===== src/rtl/pgw_pkg.sv =====
package pgw_pkg;

    localparam int VA_W       = 32;
    localparam int PA_W       = 32;
    localparam int OFF_W      = 12;
    localparam int IDX_W      = 10;
    localparam int PTE_W      = 32;
    localparam int LEVELS     = 2;
    localparam int ENT_SHIFT  = 2;
    localparam int FRAME_W    = PA_W - OFF_W;
    localparam int PTE_RSVD_W = PTE_W - FRAME_W - 1;

    typedef enum logic [2:0] {
        ST_IDLE,
        ST_L1_REQ,
        ST_L1_WAIT,
        ST_L2_REQ,
        ST_L2_WAIT,
        ST_DONE
    } walk_state_e;

    typedef struct packed {
        logic [FRAME_W-1:0]    frame;
        logic [PTE_RSVD_W-1:0] rsvd;
        logic                  valid;
    } pte_t;

    typedef struct packed {
        logic [PA_W-1:0] paddr;
        logic            fault;
        logic            fault_l2;
    } walk_result_t;

    // Index field of a given level (0 = root) inside the virtual address.
    function automatic logic [IDX_W-1:0] level_index(input logic [VA_W-1:0] va,
                                                     input int unsigned   lvl);
        return va[OFF_W + IDX_W*(LEVELS - int'(lvl)) - 1 -: IDX_W];
    endfunction

    // Byte address of an entry: table frame base plus index scaled by entry size.
    function automatic logic [PA_W-1:0] entry_address(input logic [FRAME_W-1:0] frame,
                                                      input logic [IDX_W-1:0]   idx);
        logic [PA_W-1:0] base;
        logic [PA_W-1:0] scaled;
        base   = {frame, {OFF_W{1'b0}}};
        scaled = PA_W'({idx, {ENT_SHIFT{1'b0}}});
        return base + scaled;
    endfunction

endpackage


===== src/rtl/pgw_fsm.sv =====
module pgw_fsm
    import pgw_pkg::*;
(
    input  logic        clk,
    input  logic        rst,
    input  logic        req_valid,
    input  logic        mem_rd_ready,
    input  logic        mem_rsp_valid,
    input  logic        pte_valid,
    input  logic        res_ready,
    output walk_state_e state,
    output logic        accept,
    output logic        rsp_take,
    output logic        level2
);

    walk_state_e state_q, state_d;

    logic in_req;
    logic in_wait;

    assign in_req   = (state_q == ST_L1_REQ) || (state_q == ST_L2_REQ);
    assign in_wait  = (state_q == ST_L1_WAIT) || (state_q == ST_L2_WAIT);
    assign level2   = (state_q == ST_L2_REQ) || (state_q == ST_L2_WAIT);
    assign accept   = (state_q == ST_IDLE) && req_valid;
    // A response counts while waiting, or in the very cycle the read is granted.
    assign rsp_take = mem_rsp_valid && (in_wait || (in_req && mem_rd_ready));
    assign state    = state_q;

    always_comb begin
        state_d = state_q;
        unique case (state_q)
            ST_IDLE: begin
                if (req_valid) state_d = ST_L1_REQ;
            end
            ST_L1_REQ, ST_L1_WAIT: begin
                if (rsp_take)
                    state_d = pte_valid ? ST_L2_REQ : ST_DONE;
                else if (state_q == ST_L1_REQ && mem_rd_ready)
                    state_d = ST_L1_WAIT;
            end
            ST_L2_REQ, ST_L2_WAIT: begin
                if (rsp_take)
                    state_d = ST_DONE;
                else if (state_q == ST_L2_REQ && mem_rd_ready)
                    state_d = ST_L2_WAIT;
            end
            ST_DONE: begin
                if (res_ready) state_d = ST_IDLE;
            end
            default: state_d = ST_IDLE;
        endcase
    end

    always_ff @(posedge clk) begin
        if (rst) state_q <= ST_IDLE;
        else     state_q <= state_d;
    end

endmodule


===== src/rtl/pgw_addr.sv =====
module pgw_addr
    import pgw_pkg::*;
(
    input  logic               clk,
    input  logic               rst,
    input  logic               accept,
    input  logic [VA_W-1:0]    req_vaddr,
    input  logic [FRAME_W-1:0] root_frame,
    input  logic               advance,
    input  logic [FRAME_W-1:0] next_frame,
    input  logic               level2,
    output logic [OFF_W-1:0]   page_off,
    output logic [PA_W-1:0]    rd_addr
);

    logic [VA_W-1:0]    vaddr_q;
    logic [FRAME_W-1:0] frame_q;
    logic [IDX_W-1:0]   idx_sel [LEVELS];

    generate
        for (genvar g = 0; g < LEVELS; g++) begin : g_idx
            assign idx_sel[g] = level_index(vaddr_q, g);
        end
    endgenerate

    always_ff @(posedge clk) begin
        if (rst) begin
            vaddr_q <= '0;
            frame_q <= '0;
        end else if (accept) begin
            vaddr_q <= req_vaddr;
            frame_q <= root_frame;
        end else if (advance) begin
            frame_q <= next_frame;
        end
    end

    assign rd_addr  = entry_address(frame_q, level2 ? idx_sel[1] : idx_sel[0]);
    assign page_off = vaddr_q[OFF_W-1:0];

endmodule


===== src/rtl/pgw_result.sv =====
module pgw_result
    import pgw_pkg::*;
(
    input  logic               clk,
    input  logic               rst,
    input  logic               rsp_take,
    input  logic               level2,
    input  logic               pte_valid,
    input  logic [FRAME_W-1:0] pte_frame,
    input  logic [OFF_W-1:0]   page_off,
    output walk_result_t       result
);

    walk_result_t res_q;

    always_ff @(posedge clk) begin
        if (rst) begin
            res_q <= '0;
        end else if (rsp_take) begin
            if (!pte_valid) begin
                res_q.paddr    <= '0;
                res_q.fault    <= 1'b1;
                res_q.fault_l2 <= level2;
            end else if (level2) begin
                res_q.paddr    <= {pte_frame, page_off};
                res_q.fault    <= 1'b0;
                res_q.fault_l2 <= 1'b0;
            end
        end
    end

    assign result = res_q;

endmodule


===== src/rtl/pgw_walker.sv =====
module pgw_walker
    import pgw_pkg::*;
(
    input  logic                clk,
    input  logic                rst,
    input  logic [FRAME_W-1:0]  root_frame,
    input  logic                req_valid,
    output logic                req_ready,
    input  logic [VA_W-1:0]     req_vaddr,
    output logic                mem_rd_valid,
    input  logic                mem_rd_ready,
    output logic [PA_W-1:0]     mem_rd_addr,
    input  logic                mem_rsp_valid,
    input  logic [PTE_W-1:0]    mem_rsp_data,
    output logic                res_valid,
    input  logic                res_ready,
    output logic [PA_W-1:0]     res_paddr,
    output logic                res_fault,
    output logic                res_fault_l2
);

    walk_state_e  state;
    logic         accept;
    logic         rsp_take;
    logic         level2;
    logic [OFF_W-1:0] page_off;
    pte_t         pte;
    walk_result_t result;

    assign pte = pte_t'(mem_rsp_data);

    pgw_fsm u_fsm (
        .clk           (clk),
        .rst           (rst),
        .req_valid     (req_valid),
        .mem_rd_ready  (mem_rd_ready),
        .mem_rsp_valid (mem_rsp_valid),
        .pte_valid     (pte.valid),
        .res_ready     (res_ready),
        .state         (state),
        .accept        (accept),
        .rsp_take      (rsp_take),
        .level2        (level2)
    );

    pgw_addr u_addr (
        .clk        (clk),
        .rst        (rst),
        .accept     (accept),
        .req_vaddr  (req_vaddr),
        .root_frame (root_frame),
        .advance    (rsp_take && !level2 && pte.valid),
        .next_frame (pte.frame),
        .level2     (level2),
        .page_off   (page_off),
        .rd_addr    (mem_rd_addr)
    );

    pgw_result u_result (
        .clk       (clk),
        .rst       (rst),
        .rsp_take  (rsp_take),
        .level2    (level2),
        .pte_valid (pte.valid),
        .pte_frame (pte.frame),
        .page_off  (page_off),
        .result    (result)
    );

    assign req_ready    = (state == ST_IDLE);
    assign mem_rd_valid = (state == ST_L1_REQ) || (state == ST_L2_REQ);
    assign res_valid    = (state == ST_DONE);
    assign res_paddr    = result.paddr;
    assign res_fault    = result.fault;
    assign res_fault_l2 = result.fault_l2;

endmodule


===== config.mk =====
export PLATFORM = sky130hd
export DESIGN_NAME = pgw_walker
export DESIGN_NICKNAME = d
export VERILOG_FILES = /design/src/rtl/pgw_pkg.sv /design/src/rtl/pgw_fsm.sv /design/src/rtl/pgw_addr.sv /design/src/rtl/pgw_result.sv /design/src/rtl/pgw_walker.sv
export SDC_FILE = /design/constraint.sdc
export NUM_CORES = 1
export LEC_CHECK = 0
export BUFFER_PORTS_ARGS = -buffer_cell sky130_fd_sc_hd__buf_2
export CAP_MARGIN = 20
export CELL_PAD_IN_SITES_DETAIL_PLACEMENT = 1
export CELL_PAD_IN_SITES_GLOBAL_PLACEMENT = 2
export CORE_MARGIN = 2
export CORE_UTILIZATION = 28
export DETAILED_ROUTE_END_ITERATION = 10
export PLACE_DENSITY = 0.82
export SLEW_MARGIN = 40
export SYNTH_ARGS = -nofsm -noshare
export SYNTH_HDL_FRONTEND = slang
export SYNTH_HIERARCHICAL = 1
export SYNTH_SLANG_ARGS = --single-unit

===== constraint.sdc =====
create_clock -name clk -period 2.4 [get_ports clk]
set_input_delay 0.12 -clock clk [delete_from_list [all_inputs] [get_ports clk]]
set_output_delay 0.12 -clock clk [all_outputs]
set_load 0.005 [all_outputs]

; ---- Word-level counts from Yosys, hierarchy flattened
; Index checks and enable logic that the tools add are counted.
; Widths: inputs -> output; s select.
[totals]
inputBits = 90
ff_bits = 89
out_inout_bits = 69
elab_cells = 48
[classes]
add_sub_neg = 1
muxes = 13
eq_ne = 10
n_reduce_logical = 18
[ops]
columns = op, count
row1 = $mux 34, 2
row2 = $mux 20, 2
row3 = $add 32x12->32, 1
row4 = $mux 3, 7
row5 = $pmux 3 s4, 1
row6 = $mux 10, 1
row7 = $logic_and 1x1->1, 7
row8 = $eq 3x2->1 const B, 2
row9 = $eq 3x3->1 const B, 2
row10 = $ne 3x2->1 const B, 2
row11 = $logic_or 1x1->1, 4
row12 = $ne 2x1->1 const B, 2
row13 = $reduce_and 4->1, 1
row14 = $reduce_or 2->1, 2
row15 = $eq 3x1->1 const B, 1
row16 = $logic_not 3->1, 1
row17 = $ne 2x2->1 const B, 1
row18 = $reduce_and 2->1, 1
row19 = $reduce_bool 2->1, 1
row20 = $logic_not 1->1, 1

; ---- Longest topological paths before layout
; Gate-level depths: netlist of the first run.
[logic_depth]
word_depth = 9
mapped_depth = 9
mapped_depth_nobuf = 6

; ---- Cells and area by module
; Netlist of the first run, hierarchy kept.
[by_module_without_submodules]
columns = mod, area_per_inst_um2, instances, seq_area_each_um2, cells_per_inst
row1 = pgw_addr, 2382.3, 1, 1041.0, 219
row2 = pgw_result, 1239.9, 1, 680.7, 153
row3 = pgw_fsm, 300.3, 1, 60.1, 40
row4 = pgw_walker, 32.5, 1, 0.0, 4

; ---- Worst setup path before layout of the first run
; Ideal clock, no wire load.
[synth_path]
kind = flip-flop to flip-flop
from = reg u_fsm.state_q[0] (netlist: u_fsm/state[0])
to = reg u_addr.frame_q[11]
arrival_time_ps = 1630
setup_slack_ps = 641
period_less_slack_ps = 1759
setup_ps = 129
path_buffers = 2
required_ps = 2271
stages_incl_launch_ff = 9
path_cell_list = dfxtp_1 -> clkbuf_1 -> nor2_1 -> nand2_1 -> o21ai_0 -> and3b_1 -> buf_6 -> mux2i_1 -> a211oi_2
[synth_via]
word_cells_on_any_way = 17
classes_between = eq/ne (4) / mux (1) / reduce/logical (12)
[synth_lines]
columns = element, line_no
row1 = from (decl), pgw_fsm.sv:17  ; walk_state_e state_q, state_d;
row2 = from (signal assigned), pgw_fsm.sv:57  ; else state_q <= state_d;
row3 = $eq 3x2->1 or $eq 3x3->1 (tied branches), pgw_fsm.sv:24  ; assign level2 = (state_q == ST_L2_REQ) || (state_q == ST_L2_WAIT);
row4 = $logic_or 1x1->1 *, pgw_fsm.sv:24
row5 = net level2, pgw_walker.sv:25  ; logic level2;
row6 = $logic_not 1->1 *, pgw_walker.sv:52  ; .advance (rsp_take && !level2 && pte.valid),
row7 = $logic_and 1x1->1 * (2 in series), pgw_walker.sv:52
row8 = $reduce_bool 2->1 (no source line) *, --
row9 = to (signal assigned), pgw_addr.sv:32  ; frame_q <= root_frame;
row10 = to (signal assigned), pgw_addr.sv:34  ; frame_q <= next_frame;
row11 = to (decl), pgw_addr.sv:17  ; logic [FRAME_W-1:0] frame_q;
; The timed path passes the listed nets; every way through them passes the cells marked *.
; A chain may end at the register's enable or synchronous reset.

; ---- Worst setup path in the final report of the first run
[layout_path]
from = reg u_fsm.state_q[1] (netlist: u_fsm/state[1])
to = out mem_rd_addr[9]
[layout_via]
elab_chain_cells = 4
word_cells_on_any_way = 5
classes_between = add/sub (1) / eq/ne (2) / mux (1) / reduce/logical (1)
[layout_lines]
columns = element, line_no
row1 = $eq 3x2->1 or $eq 3x3->1 (tied branches), pgw_fsm.sv:24
row2 = $logic_or 1x1->1 *, pgw_fsm.sv:24
row3 = net level2, pgw_walker.sv:25
row4 = $mux 10 *, pgw_addr.sv:38  ; assign rd_addr = entry_address(frame_q, level2 ? idx_sel[1] : idx_sel[0]);
row5 = $add 32x12->32 *, pgw_pkg.sv:47  ; return base + scaled;
row6 = to (decl), pgw_walker.sv:12  ; output logic [PA_W-1:0] mem_rd_addr,
; Marks and branches as above.

==> results by stage, run 1 <==
Timing:
- For the pin with the worst max-slew slack, the measured transition is 0.6296 ns.
- The share of the clock period used by the worst path is 90.37%.
- Setup repair after global routing left no endpoint under its margin.
- Measured against its own limit, the worst slew margin works out to 58.02%.
- The count of pins over their slew limit is 0.
- The achievable frequency is 0.4611 GHz.
- The final-report hold violation count came to 0.
- Setup violations remaining at the end of the flow were counted as 0.
- The accumulated negative setup slack is 0 ns.
- For the final database, setup skew stands at 0.004545 ns.
- The routed design could run at a clock period as short as 2.169 ns.

Synth:
- The count of warnings emitted by yosys is 6.
- The number of standard cells after synthesis is 416.
- The mean post-synth cell area is 9.507 sq um.
- The number of synthesized register bits is 89.
- The dominant cell type by area after synthesis is dfxtp_1.
- The distinct cell type count of the synthesized netlist is 38.
- In this run the cell area of the synthesized design comes to 3955 sq um.
- Of the synthesized area, sequential elements account for 45.05%.
- Summed over its instances, the top area cell type makes up 45.05% of the synthesized netlist area.
- Yosys attributes the largest share of cell area to dfxtp_1 (45%), mux2i_1 (13%), a211oi_2 (5.4%), a21oi_1 (4.6%), nor2_1 (3.5%).

Clock tree:
- The deepest clock path buffer count is 2.
- The clock tree synthesis step divided the H-tree into 3 levels.
- Clock-pin slew was measured on the worst setup and hold paths at 0.06 ns.
- The total clock sinks is 89.
- The total of hold buffers inserted after clock tree synthesis is 0.
- TritonCTS built the clock tree.
- The CTS root buffer is clkbuf_16.
- Buffers inserted during clock tree synthesis total 9.
- The clock latency on the worst-skew pair is 0.34 ns.

Critical path:
- The class of the most critical setup path is flop to primary output.
- The signal on the critical path passes through inv_1 > o21ai_1 > buf_4 > mux2_2 > buf_2.
- The slowest stage of the critical path belongs to the cell dfxtp_1.
- The worst reg2reg path startpoint is u_fsm/state[1]$_SDFFE_PP0P_.
- Measured in cells, the most critical reg-to-reg path has a length of 7.
- The endpoint identified for the worst register-to-register timing path is u_addr/frame_q[7]$_SDFFE_PP0P_.
- The data arrival time of the critical path is 2.05 ns.
- The worst setup path is launched from a flop.
- The worst path required time is 2.28 ns.
- The worst setup path is captured at a primary output.
- The kind of cell with the highest combined delay along the critical path is flip-flops.
- The longest individual stage delay on the worst path is 0.53 ns.
- The worst-case register-to-register setup slack is 0.31 ns.
- The number of buffers and inverters on the critical path is 3.
- In this run the worst path has a maximum fanout of 10.

Route:
- For this run, the detailed router's first-pass iteration total came to 4.
- The per-cell routed wire length is 15.18 um.
- For this block, the via count after detailed routing is 3,353.
- The count of nets left with antenna violations once routing finished came out at 0.
- For this run, design rule violations remaining after detail routing come to 0.
- The final wirelength is 10,940 um.
- After the first detailed-routing iteration, the DRC count stood at 123.
- The detailed-route vias per instance is 4.650.

Global routing:
- The global-route total usage across every layer is 14.67%.
- Summed over all layers, the global routing overflow is 0.
- The first global-routing pass estimated 17,110 um of wire.
- The largest net degree at the start of global routing is 54.
- The number of global-route vias before repair was 3,395.
- The initial antenna violation count is 0.

Cells and area:
- The proportion of layout cells with a drive suffix above 1 is 38.08%.
- The utilization of the core after routing is 36.06%.
- The repair_antennas step left the layout with diodes totalling 0.
- The design area is 4986 sq um.
- The area growth from synthesis to layout is 26.07%.
- The number of nets in the layout is 626.

Job:
- The number of max-cap violations is 0.

Power:
- The leakage power is 2.130 nW.
- The total power density per cell area is 1029 nW/um^2.
- The worst-case IR drop observed on VDD is 0.4659 mV.

Min path:
- The path with the worst hold slack has its endpoint at u_addr/vaddr_q[21]$_SDFFE_PP0P_.
- The min-delay analysis places its worst path in the category input port to flop.
- The critical hold path startpoint is req_vaddr[21].
- The count of cells along the worst hold path is 3.

Placed design:
- The post-DP HPWL is 7874 um.
- The number of port buffers is 145.
- Summing all placed instances gives a cell area of 4708 sq um.
- Routability-driven placement finished with a final weighted congestion of 0.7522.

Floorplanning:
- The initial standard-cell utilization of the core is 28.60%.
- The number of ports placed on the die boundary is 159.
- The core region is 13,830 sq um.
- The floorplan die width is 122.9 um.
- The die covers 15,090 sq um.
- The floorplan step set the die height to 122.9 um.
- The floorplan has 43 rows.

Outcome:
- The run finished with clean final reports.
==> cells by family (layout without fill, tap and decap cells) <==
group	count (synthesis)	after routing	share of synthesized area, %
and+or+nand+nor	109	109	13.13
AOI/OAI and AO/OA	100	100	16.89
DFF	89	89	45.05
muxes	62	62	16.01
buffers and inverters	54	178	8.605
other	1	2	0.09482
xor gates and xnor gates	1	1	0.2215
==> flip-flops by register name, indices dropped and copies added, names as in the netlist <==
| name | count |
|---|---|
| u_result/result | 34 |
| u_addr/vaddr_q | 32 |
| u_addr/frame_q | 20 |
| u_fsm/state | 3 |
==> area by class of cell <==
type	count	area, sq um
clock buffers	13	250.2
clock inverters	3	25.02
fillers	1633	8841
inverters	6	22.52
multi-input cells	274	1843
flip-flops and latches	89	1784
well taps	180	225.2
repair buffers	156	835.8
==> cells in the final DEF, fill, tap and decap left out, drive strengths merged, types with 7 or more instances in the layout <==
cell	n
mux2i	52
nand2	35
dfxtp	89
o21ai	35
mux2	10
a211oi	24
buf	156
a21oi	36
nor2b	20
inv	7
nor2	37
clkbuf	13
==> power by group <==
group          leakage, nW  switching [mW]  total, mW  internal, mW
Clock                0.130           0.578       1.31         0.737
Sequential           0.727           0.190       1.94          1.75
Combinational         1.27           0.978       1.88         0.901
==> worst reg2reg max path: stages, from the launching register on <==
cell	delay, ns
dfxtp_1	0.53
xnor2_1	0.19
or2b_1	0.24
and3_1	0.21
and3b_1	0.17
buf_4	0.24
mux2i_1	0.17
a211oi_1	0.26
==> cells in the mapped netlist, drive strengths merged <==
cell type,count
dfxtp,89
mux2i,52
nor2,37
a21oi,36
buf,35
nand2,35
o21ai,35
a211oi,24
nor2b,20
clkbuf,13
mux2,10
inv,6
and2b,3
and3,3
and3b,2
nand2b,2
nor3,2
a22o,1
a2bb2oi,1
a31o,1
conb,1
nand3,1
nand3b,1
nor4b,1
o221a,1
o32a,1
or2,1
or2b,1
xnor2,1
==> metrics by stage <==
step | power, mW | instances | hold WS [ns] | setup slack [ns]
after floorplan | 3.365 | 417 | 0.1846 | 0.6410
after global placement | 3.813 | 705 | 0.3541 | 0.3024
after detailed placement | 3.883 | 705 | 0.3672 | 0.2165
after CTS | 5.218 | 721 | 0.002706 | 0.08071
after global routing | 5.487 | 721 | 0.003413 | 0.05543
final | 5.130 | 721 | 0.01180 | 0.2312
==> layer usage <==
metal | routed length (um) | track usage [%] | vias to the layer above | share of wire [%]
li1 | - | - | 1653 | -
met2 | 5326 | 24.72 | 92 | 49
met1 | 4688 | 17.10 | 1601 | 43
met5 | 0 | 0 | - | 0
met3 | 857 | 6.134 | 7 | 7.8
met4 | 70 | 3.879 | 0 | 0.64
==> worst max-delay path by stage <==
| stage | startpoint | end | slack [ns] | cells after the start |
|---|---|---|---|---|
| 4_1_cts | u_fsm/state[0]$_SDFFE_PP0P_ | mem_rd_addr[9] | 0.08 | 5 |
| 3_3_place_gp | u_fsm/state[2]$_SDFFE_PP0P_ | u_addr/frame_q[10]$_SDFFE_PP0P_ | 0.30 | 7 |
| 6_report | u_fsm/state[1]$_SDFFE_PP0P_ | mem_rd_addr[9] | 0.23 | 5 |
| 3_5_place_dp | u_fsm/state[2]$_SDFFE_PP0P_ | u_addr/frame_q[18]$_SDFFE_PP0P_ | 0.22 | 7 |
| 2_1_floorplan | u_fsm/state[0]$_SDFFE_PP0P_ | u_addr/frame_q[11]$_SDFFE_PP0P_ | 0.64 | 8 |
| 5_1_grt | u_fsm/state[1]$_SDFFE_PP0P_ | mem_rd_addr[9] | 0.06 | 5 |
==> timing repair <==
action | in CTS | in global routing
setup buffers | 0 | 0
endpoints found under the hold margin | 0 | 0
resized for setup | 0 | 2
setup endpoints to repair | 0 | 10
(Power assumes the default switching activity.)
==> run 2, diff against run 1 <==
--- a/config.mk
+++ b/config.mk
@@ -10,11 +10,10 @@
 export CELL_PAD_IN_SITES_DETAIL_PLACEMENT = 1
 export CELL_PAD_IN_SITES_GLOBAL_PLACEMENT = 2
 export CORE_MARGIN = 2
-export CORE_UTILIZATION = 28
+export CORE_UTILIZATION = 27
 export DETAILED_ROUTE_END_ITERATION = 10
-export PLACE_DENSITY = 0.82
+export PLACE_DENSITY = 0.81
 export SLEW_MARGIN = 40
 export SYNTH_ARGS = -nofsm -noshare
 export SYNTH_HDL_FRONTEND = slang
-export SYNTH_HIERARCHICAL = 1
 export SYNTH_SLANG_ARGS = --single-unit
==> run 2 against run 1 <==
  * Synthesized area increased by 0.79%
  * Count of clock-buffer cells in the layout decreased by 1
  * Routed wire length increased by 8.3%
  * Sequential share of layout area decreased by 1.8 points
  * Flip-flop and latch count unchanged
  * Synthesized cell count increased by 12%
  * Highest routed layer unchanged
  * First-iteration DRC count decreased by 29%
  * Core utilization increased by 0.17 points
==> results by stage, run 2 <==
Synth:
- The most frequently used flop master after synthesis is dfxtp_1.
- After synthesis, the largest area contributor takes up 44.70% of total cell area.
- The mean post-synth cell area is 8.591 sq um.
- The library cell with the highest instance count after synthesis is nand2_1.
- The synthesized cell area is 3986 sq um.
- Synthesis produced a netlist whose cell count is 464.
- The portion of the post-synthesis area used by sequential elements is 44.70%.
- After synthesis, the netlist uses 37 different library cells.
- The number of synthesized register bits is 89.
- After synthesis, the share of flip-flops with an asynchronous set or reset is 0%.
- The synthesized design contains 0 enable-type register cells.
- The Yosys step of the flow raised 0 warnings.
- Of all cell types, the one taking the most synthesized area is dfxtp_1.
- The commonest cells after synthesis are nand2_1 (109), dfxtp_1 (89), a21oi_1 (38), nand2b_1 (38), nand3b_1 (34).
- Sorting the synthesized cells by area gives the leading types as dfxtp_1 (45%), nand2_1 (10%), mux2i_1 (8.0%), nand3b_1 (6.4%), nand2b_1 (6.0%).

Clock tree:
- TritonCTS built the clock tree.
- The clock latency on the worst-skew pair is 0.34 ns.
- The TritonCTS buffer count is 9.
- The clock passes through at most 2 buffers.
- The total of hold buffers inserted after clock tree synthesis is 6.
- The CTS clock-pin slew for the worst setup and hold paths is 0.06 ns.
- The total clock sinks is 89.
- In this run, post-CTS repair resized a total of 0 instances.
- The buffers inserted during post-CTS setup optimization is 0.
- The H-tree was split into 3 levels.
- The CTS root buffer is clkbuf_16.

Min path:
- The count of cells along the worst hold path is 3.
- The endpoint with the worst hold slack is u_addr.vaddr_q[19]$_SDFFE_PP0P_.
- The path class of the lowest-slack min-delay path is input port to flop.
- The critical hold path startpoint is req_vaddr[19].

Route:
- The wire length on met3 is 993 um.
- The final wirelength is 11,860 um.
- For this run, design rule violations remaining after detail routing come to 0.
- Once detail routing completed, the nets flagged for antenna violations numbered 0.
- The detailed router placed 3,685 vias in this run.
- The sum of routed wire segments on met1 is 5193 um.
- The pre-antenna-repair detailed-routing pass consisted of 4 iterations.
- The detailed router finished its first iteration with 87 violations.
- Signal routing reaches up to met4.
- After detailed routing, the average wire length per cell comes to 15.12 um.
- The detailed-route vias per instance is 4.700.
- Summed over all nets, wire length on met2 after detailed routing comes to 5494 um.

Job:
- The number of max-cap violations is 0.

Cells and area:
- Of the cells placed in the final design, the portion with a size suffix greater than 1 is 29.00%.
- The register with the most flip-flops in the layout has 34 of them.
- The post-synthesis to final-layout area growth is 31.61%.
- The library cells used most frequently in the layout, excluding fill and tap cells, are buf_2 (144), nand2_1 (108), dfxtp_1 (89), nand2b_1 (38), a21oi_1 (37).
- The leading cell type in the layout, fill and taps excluded is buf_2.
- For this run, the post-layout net count is 685.
- The repair_antennas step left the layout with diodes totalling 0.
- The design area is 5246 sq um.
- The filler cells instantiated in the layout total 1,746.

Global routing:
- The number of global-route vias before repair is 3,940.
- Global routing used 15.58% of the available tracks.
- The largest net degree at the start of global routing is 83.
- The wire length of the first global-routing pass is 19,910 um.
- The initial antenna violation count came to 0.
- After global routing the overflow that remains totals 0.

Power:
- The total power density per cell area is 960.5 nW/um^2.
- The leakage power is 2.184 nW.
- The worst-case IR drop observed on VDD is 0.4634 mV.

Critical path:
- Of all nets on the critical path, the largest fanout is 12.
- The logic depth of the worst register-to-register path is 5.
- The data arrival time of the critical path is 2.11 ns.
- The worst path required time is 2.28 ns.
- The worst register-to-register path ends at u_result.result[13]$_SDFFE_PP0P_.
- In this run the critical register-to-register path is launched from u_fsm.state[1]$_SDFFE_PP0P_.
- The worst setup path is captured at a primary output.
- The class of the most critical setup path is flop to primary output.
- The worst setup path is launched from a flop.
- Across all register-to-register paths, the minimum setup slack is 0.48 ns.

Placed design:
- The final weighted congestion of routability-driven global placement is 0.7604.
- In this run the cell area measured after placement is 4863 sq um.
- The post-DP HPWL is 8210 um.
- The number of port buffers is 145.

Timing:
- The achievable frequency is 0.4477 GHz.
- The accumulated negative setup slack is 0 ns.
- The count of final setup violators is 0.
- The smallest clock period supported by the final layout is computed as 2.234 ns.
- After layout, the worst path uses 93.07% of the clock period.
- The final-report hold violation count was 0.
- The worst slack on hold paths is 0.01495 ns.
- The count of pins over their slew limit is 0.
- Setup repair after global routing left no endpoint under its margin.
- Across the routed clock network, the largest skew measured is 0.005529 ns.

Floorplanning:
- The number of ports placed on the die boundary is 159.
- The die is 125.5 um tall.
- Once the floorplan was initialized, standard cells occupied 27.53% of the core.
- The die area is 15,750 sq um.
- Measured along the x axis, the die boundary spans 125.5 um.
- The core region is 14,480 sq um.
- The placement row count is 44.

Outcome:
- The run finished with clean final reports.
run 2: cell types whose count changed after synthesis, moves of 13 or more:
cell and change:
a211oi_2 -17, nor2b_1 -19, nand2_1 +74, mux2i_1 -20, a311oi_1 +21, buf_4 -14
clkbuf_1 +13, o21ai_0 -23, nand3b_1 +33, nand2b_1 +36, nor2_1 -16
run 2: logic make-up after synthesis:
group	Yosys count	synth area share, %
AOI/OAI and AO/OA	73	12.12
adders and majority gates	1	0.2511
buffers and inverters	47	5.775
DFF	89	44.70
muxes	43	11.14
other	1	0.09407
and+or+nand+nor	210	25.93
run 2: worst max-delay path by stage:
stage / start / end / slack [ns] / cells past startpoint
after floorplan: u_fsm.state[2]$_SDFFE_PP0P_ / u_result.result[24]$_SDFFE_PP0P_ / 0.84 / 6
after global placement: u_fsm.state[1]$_SDFFE_PP0P_ / u_result.result[15]$_SDFFE_PP0P_ / 0.56 / 5
after detailed placement: u_fsm.state[1]$_SDFFE_PP0P_ / u_result.result[13]$_SDFFE_PP0P_ / 0.47 / 5
after CTS: u_fsm.state[0]$_SDFFE_PP0P_ / mem_rd_addr[11] / 0.14 / 5
after global routing: u_fsm.state[0]$_SDFFE_PP0P_ / mem_rd_addr[11] / 0.04 / 5
final: u_fsm.state[0]$_SDFFE_PP0P_ / mem_rd_addr[11] / 0.17 / 5
run 2: layout make-up:
type / instances / area, sq um / share of cell area [%]
flip-flops and latches: 89 / 1782 / 33.96
repair buffers: 161 / 900.9 / 17.17
clock buffers: 12 / 246.5 / 4.698
clock inverters: 4 / 76.32 / 1.455
inverters: 5 / 18.77 / 0.3577
well taps: 184 / 230.2 / 4.388
multi-input cells: 329 / 1992 / 37.97
run 2: critical path, stage by stage, from the launching register on:
cell,delay [ns]
dfxtp_1,0.43
or3b_1,0.50
o21ai_1,0.12
buf_4,0.23
mux2_1,0.35
buf_2,0.14
run 2: report_power, final:
| group | switching, mW | internal (mW) |
|---|---|---|
| logic | 0.905 | 0.692 |
| registers | 0.161 | 1.75 |
| clock network | 0.584 | 0.943 |
run 2: metal layers:
metal  vias to the layer above  track usage [%]
met5                         -                0
met4                         0            3.987
met3                        15            7.018
met2                       105            25.60
met1                      1728            18.55
li1                       1837                -
run 2: through the flow:
step	setup WS (ns)	total power [mW]	utilization, %	instances
final	0.1663	5.039	36.23	784
after global routing	0.03962	5.410	36.23	784
after CTS	0.1379	5.149	36.23	784
after detailed placement	0.4693	3.572	33.59	762
after global placement	0.5553	3.500	33.59	762
after floorplan	0.8376	2.978	-	465
